===== src/rtl/cam_pkg.sv =====
package cam_pkg;

    localparam int CAM_N  = 16;
    localparam int CAM_KW = 32;
    localparam int CAM_SW = 4;
    localparam int CAM_IW = $clog2(CAM_N);
    localparam int CAM_RW = 1 + CAM_SW + CAM_IW;

    typedef struct packed {
        logic              hit;
        logic [CAM_SW-1:0] st;
        logic [CAM_IW-1:0] idx;
    } cam_res_t;

    typedef struct packed {
        logic              en;
        logic [CAM_IW-1:0] idx;
    } touch_t;

    function automatic cam_res_t make_hit(input logic [CAM_SW-1:0] st,
                                          input logic [CAM_IW-1:0] idx);
        cam_res_t r;
        r.hit = 1'b1;
        r.st  = st;
        r.idx = idx;
        return r;
    endfunction

    function automatic cam_res_t make_miss(input logic [CAM_IW-1:0] victim);
        cam_res_t r;
        r.hit = 1'b0;
        r.st  = '0;
        r.idx = victim;
        return r;
    endfunction

endpackage


===== src/rtl/cam_store.sv =====
module cam_store
    import cam_pkg::*;
#(
    parameter int N  = CAM_N,
    parameter int KW = CAM_KW,
    parameter int SW = CAM_SW,
    localparam int IW = $clog2(N)
) (
    input  logic                 clk,
    input  logic                 rst,
    input  logic                 clr,
    input  logic                 wr_en,
    input  logic [IW-1:0]        wr_idx,
    input  logic [KW-1:0]        wr_tag,
    input  logic [SW-1:0]        wr_state,
    input  logic                 st_en,
    input  logic [IW-1:0]        st_idx,
    input  logic [SW-1:0]        st_val,
    output logic [N-1:0][KW-1:0] tags,
    output logic [N-1:0][SW-1:0] states,
    output logic [N-1:0]         valid
);

    logic [N-1:0][KW-1:0] tag_q;
    logic [N-1:0][SW-1:0] st_q;
    logic [N-1:0]         vld_q;
    logic                 st_blocked;

    assign st_blocked = wr_en && (wr_idx == st_idx);

    always_ff @(posedge clk) begin
        if (wr_en && !rst && !clr) begin
            tag_q[wr_idx] <= wr_tag;
        end
    end

    always_ff @(posedge clk) begin
        if (rst || clr) begin
            vld_q <= '0;
            st_q  <= '0;
        end else begin
            if (wr_en) begin
                vld_q[wr_idx] <= 1'b1;
                st_q[wr_idx]  <= wr_state;
            end
            if (st_en && !st_blocked) begin
                st_q[st_idx] <= st_val;
            end
        end
    end

    assign tags   = tag_q;
    assign states = st_q;
    assign valid  = vld_q;

endmodule


===== src/rtl/cam_match.sv =====
module cam_match
    import cam_pkg::*;
#(
    parameter int N  = CAM_N,
    parameter int KW = CAM_KW,
    localparam int IW = $clog2(N)
) (
    input  logic [KW-1:0]        key,
    input  logic [N-1:0][KW-1:0] tags,
    input  logic [N-1:0]         valid,
    output logic                 hit,
    output logic [IW-1:0]        hit_idx
);

    logic [N-1:0] eq;

    for (genvar g = 0; g < N; g++) begin : g_cmp
        assign eq[g] = valid[g] && (tags[g] == key);
    end

    always_comb begin
        hit     = |eq;
        hit_idx = '0;
        for (int i = N - 1; i >= 0; i--) begin
            if (eq[i]) hit_idx = IW'(i);
        end
    end

endmodule


===== src/rtl/cam_lru.sv =====
module cam_lru
    import cam_pkg::*;
#(
    parameter int N = CAM_N,
    localparam int IW = $clog2(N)
) (
    input  logic          clk,
    input  logic          rst,
    input  logic          clr,
    input  logic          ta_en,
    input  logic [IW-1:0] ta_idx,
    input  logic          tb_en,
    input  logic [IW-1:0] tb_idx,
    output logic [IW-1:0] victim
);

    // older_q[i][j] = 1 means entry i was used less recently than entry j
    logic [N-1:0][N-1:0] older_q, after_a, older_d, init_m;
    logic [N-1:0]        is_oldest;

    function automatic logic [N-1:0][N-1:0] touch(input logic [N-1:0][N-1:0] m,
                                                  input logic [IW-1:0] k);
        logic [N-1:0][N-1:0] r;
        r = m;
        for (int i = 0; i < N; i++) begin
            for (int j = 0; j < N; j++) begin
                if (i == int'(k))      r[i][j] = 1'b0;
                else if (j == int'(k)) r[i][j] = 1'b1;
            end
        end
        return r;
    endfunction

    for (genvar gi = 0; gi < N; gi++) begin : g_row
        for (genvar gj = 0; gj < N; gj++) begin : g_col
            assign init_m[gi][gj] = (gi < gj) ? 1'b1 : 1'b0;
        end
        logic [N-1:0] self_m;
        assign self_m        = N'(1) << gi;
        assign is_oldest[gi] = &(older_q[gi] | self_m);
    end

    always_comb begin
        after_a = ta_en ? touch(older_q, ta_idx) : older_q;
        older_d = tb_en ? touch(after_a, tb_idx) : after_a;
    end

    always_ff @(posedge clk) begin
        if (rst || clr) older_q <= init_m;
        else            older_q <= older_d;
    end

    always_comb begin
        victim = '0;
        for (int i = N - 1; i >= 0; i--) begin
            if (is_oldest[i]) victim = IW'(i);
        end
    end

endmodule


===== src/rtl/tag_cam.sv =====
module tag_cam
    import cam_pkg::*;
#(
    parameter int N_ENT = CAM_N,
    parameter int KEY_W = CAM_KW,
    parameter int ST_W  = CAM_SW,
    localparam int IDX_W = $clog2(N_ENT),
    localparam int RES_W = 1 + ST_W + IDX_W
) (
    input  logic             clk,
    input  logic             rst,
    input  logic             lk_req,
    input  logic [KEY_W-1:0] lk_key,
    input  logic             wr_en,
    input  logic [IDX_W-1:0] wr_idx,
    input  logic [KEY_W-1:0] wr_tag,
    input  logic [ST_W-1:0]  wr_state,
    input  logic             st_en,
    input  logic [IDX_W-1:0] st_idx,
    input  logic [ST_W-1:0]  st_val,
    input  logic             clr,
    output logic             res_vld,
    output logic [RES_W-1:0] res_word
);

    logic [N_ENT-1:0][KEY_W-1:0] tags;
    logic [N_ENT-1:0][ST_W-1:0]  states;
    logic [N_ENT-1:0]            valid;
    logic                        hit;
    logic [IDX_W-1:0]            hit_idx, victim;
    touch_t                      t_hit, t_wr;
    cam_res_t                    res_d, res_q;
    logic                        vld_q;

    cam_store #(.N(N_ENT), .KW(KEY_W), .SW(ST_W)) u_store (
        .clk(clk), .rst(rst), .clr(clr),
        .wr_en(wr_en), .wr_idx(wr_idx), .wr_tag(wr_tag), .wr_state(wr_state),
        .st_en(st_en), .st_idx(st_idx), .st_val(st_val),
        .tags(tags), .states(states), .valid(valid)
    );

    cam_match #(.N(N_ENT), .KW(KEY_W)) u_match (
        .key(lk_key), .tags(tags), .valid(valid),
        .hit(hit), .hit_idx(hit_idx)
    );

    always_comb begin
        t_hit.en  = lk_req && hit;
        t_hit.idx = hit_idx;
        t_wr.en   = wr_en;
        t_wr.idx  = wr_idx;
    end

    cam_lru #(.N(N_ENT)) u_lru (
        .clk(clk), .rst(rst), .clr(clr),
        .ta_en(t_hit.en), .ta_idx(t_hit.idx),
        .tb_en(t_wr.en), .tb_idx(t_wr.idx),
        .victim(victim)
    );

    always_comb begin
        res_d = '0;
        if (lk_req) begin
            if (hit) res_d = make_hit(states[hit_idx], hit_idx);
            else     res_d = make_miss(victim);
        end
    end

    always_ff @(posedge clk) begin
        if (rst) begin
            res_q <= '0;
            vld_q <= 1'b0;
        end else begin
            res_q <= res_d;
            vld_q <= lk_req;
        end
    end

    assign res_vld  = vld_q;
    assign res_word = res_q;

endmodule


===== config.mk =====
export PLATFORM = sky130hd
export DESIGN_NAME = tag_cam
export DESIGN_NICKNAME = d
export VERILOG_FILES = /design/src/rtl/cam_pkg.sv /design/src/rtl/cam_store.sv /design/src/rtl/cam_match.sv /design/src/rtl/cam_lru.sv /design/src/rtl/tag_cam.sv
export SDC_FILE = /design/constraint.sdc
export NUM_CORES = 2
export LEC_CHECK = 0
export ABC_CLOCK_PERIOD_IN_PS = 5300
export CORE_ASPECT_RATIO = 1.25
export CORE_UTILIZATION = 25
export CTS_CLUSTER_SIZE = 16
export DETAILED_ROUTE_END_ITERATION = 6
export PLACE_DENSITY = 0.39
export SLEW_MARGIN = 25
export SYNTH_ARGS = -nofsm -noshare
export SYNTH_HDL_FRONTEND = slang
export SYNTH_SLANG_ARGS = --single-unit

===== constraint.sdc =====
create_clock -name clk -period 5.3 [get_ports clk]
set_input_delay 1.06 -clock clk [delete_from_list [all_inputs] [get_ports clk]]
set_output_delay 1.06 -clock clk [all_outputs]
set_load 0.02 [all_outputs]

==> metrics.txt <==
critical path cell sequence clkdlybuf4s50_1, buf_4, buf_4, buf_4, xor2_1, nor4_1, buf_4, nand4_1, or4_1, o21ai_1, a221oi_2, o21ai_2, a32o_4, buf_4, mux2i_1, nand2_1, a311oi_1, o22ai_1; placed insts 4956; Setup Skew 0.0435 ns; Netlist Area Pre-Place 34800 um2; flops & latches, synth 842; CTS Buf Count 95; Slowest-stage cell, CP or4_1; combinational power share 0.063; status completed; grt met1 use 0.241; Layout Cells excl Fill 5131; wire per inst 27.0 um; Max Cap Viol 0; final hold viol count 0; layout cells sized above 1 0.152; H-tree Lvls 3; most common cell after layout, fill and taps aside edfxtp_1; Mapped Cells 2892; peak supply drop 0.200 mV; worst-path maximum fanout 9; die height 419 um; via count 24284; CP required 5.85 ns; most frequent cells in the layout 512 x edfxtp_1, 344 x xor2_1, 330 x dfxtp_1, 325 x a21oi_1, 249 x buf_4; Worst Path Arrival 5.51 ns; relative slew slack 0.319; DRT Pass-1 Iters 6; maximum clock rate 0.202 GHz; Worst setup EP type flop; top cells by area, synth edfxtp_1 44%, dfxtp_1 19%, xor2_1 8.6%, a21oi_1 4.7%, xnor2_1 4.1%; Slew Limit Fails 0; via density per instance 4.73; PostCTS Resize Cnt 0; sinks on the clock net 842; ys flop type edfxtp_1; Post-synth EDFFs 512; Hold WC Path Type flop to flop; hold_buf cts 0; Worst Setup Start Kind primary input; largest net degree at the start of global routing 46; setup_tns 0 ns; Synthesized Nets 2978; NetSw 3.42 mW; CORE AREA 138000 um2; row count 152; hpwl dp 91800 um; nets 3291; Yosys warning count 0; RSZ-0062 raised after global routing no; Clock transition at path regs 0.06 ns; Synth area leader edfxtp_1; Clk pwr share 0.456; met2 Track Usage GR 0.344; port buffer count 95; top-area cell type share of the netlist area 0.441; Internal 11.1 mW; sequential element share of the synthesized area 0.631; Period minus WS final 4.95 ns; Clock Path Buffers 3; I/O Pins 96; Post-DRT Antenna Nets 0; busiest metal layer after global routing met2; period utilization 0.935; Syn-to-layout area delta 24.2%; Largest stage delay, worst path 0.60 ns; Post CTS Setup Buffer Count 0; CP Class primary input to flop; Worst Tran Pin Value 1.02 ns; die width 336 um; DRC 0; Sequential Power Share 0.482; DIE AREA 141000 um2; vias in the first global route 24267; power per cell area 336 nW/um2; initial antenna violation count 10; gr usage total 0.195; Initial Util 0.253; Synth async-reset ratio 0; P_leak 14.9 nW; GRT overflow 0; wirelength, routed 138000 um; starting DRC count in detailed routing 1886; Final GP Congestion 0.820; GR Util met3 0.0277; CTS root buf clkbuf_16; Switching Fraction 0.235; synth unique cells 62; CTS tree done; setup violators final 0; clk_lat worst skew 0.71 ns; Syn Area/Cell 12.0 um2; CP dominant cell by count buf_4; global-route wire length before repair 191000 um
==> area by class of cell <==
cell class / instances / area [um2]
Antenna cell: 4 / 10.0
Sequential cell: 842 / 22000
Multi-Input combinational cell: 1849 / 12000
Clock buffer: 142 / 2760
Timing Repair Buffer: 395 / 3780
Inverter: 22 / 82.6
Tap cell: 1848 / 2310
Fill cell: 13987 / 94600
Clock inverter: 29 / 338
==> kinds of logic after synthesis <==
family                    synth area share
DFF                                  0.631
AOI/OAI and AO/OA                   0.0984
and+or+nand+nor                     0.0925
xor gates and xnor gates             0.127
buffers and inverters               0.0281
muxes                               0.0226
==> critical path: cells and delay by family <==
kind | cells | cell delay (ns)
AND/OR/NAND/NOR | 4 | 1.08
multiplexers | 1 | 0.29
XOR/XNOR | 1 | 0.12
AO/OA/AOI/OAI | 6 | 1.53
buffers and inverters | 6 | 1.41
==> power groups by stage <==
stage	Combinational (mW)	Clock [mW]	Sequential [mW]
after detailed placement	0.924	0	7.15
after global routing	0.959	7.03	7.01
after global placement	0.929	0	7.15
final	0.911	6.63	7.01
after floorplan	0.393	0	7.14
after CTS	0.927	6.80	7.01
==> sequential cells by signal (all words and copies together) (netlist names) <==
register,count
u_store.states,64
res_word,9
u_lru.older_q,240
u_store.valid,16
res_vld,1
u_store.tags,512
==> cell usage after synthesis (19+ instances only) <==
cell type,number
inv_1,22
edfxtp_1,512
nor2_1,161
buf_4,32
xnor2_1,163
clkbuf_1,86
dfxtp_1,330
nor3_1,29
o21ai_1,33
o21ai_0,219
buf_2,53
nor4_1,102
nand4_1,100
nand3_1,50
a211oi_1,19
mux2i_1,73
xor2_1,344
nand2_1,98
a21oi_1,325
==> routing by layer <==
metal | vias to the layer above | wire length (um)
met5 | - | 10
met1 | 12236 | 58200
met2 | 693 | 69200
met3 | 205 | 6240
li1 | 11148 | -
met4 | 2 | 4790
==> path summary, 6_finish.rpt <==
path                                       from                       endpoint  slack, ns  cells past startpoint
setup / recovery                     lk_key[11]         res_word[7]$_SDFF_PP0_       0.35                     18
hold / removal    u_store.valid[3]$_SDFFE_PP0P_  u_store.valid[3]$_SDFFE_PP0P_       0.45                      2
setup reg to reg    u_store.tags[325]$_DFFE_PP_         res_word[7]$_SDFF_PP0_       1.05                     14
hold reg to reg   u_store.valid[3]$_SDFFE_PP0P_  u_store.valid[3]$_SDFFE_PP0P_       0.45                      2
==> stage by stage <==
step | worst slack, ns | total power, mW | util | hold slack (ns) | cell area [um2]
final | 0.345 | 14.6 | 0.314 | 0.452 | 43300
after global routing | 0.211 | 15.0 | 0.314 | 0.485 | 43300
after global placement | -0.304 | 8.08 | 0.292 | 0.439 | 40200
after floorplan | 1.14 | 7.54 | - | 0.422 | 34800
after CTS | 0.443 | 14.7 | 0.314 | 0.455 | 43300
after detailed placement | -0.292 | 8.07 | 0.291 | 0.442 | 40200
Note: power is estimated with default switching activity, not from simulation.
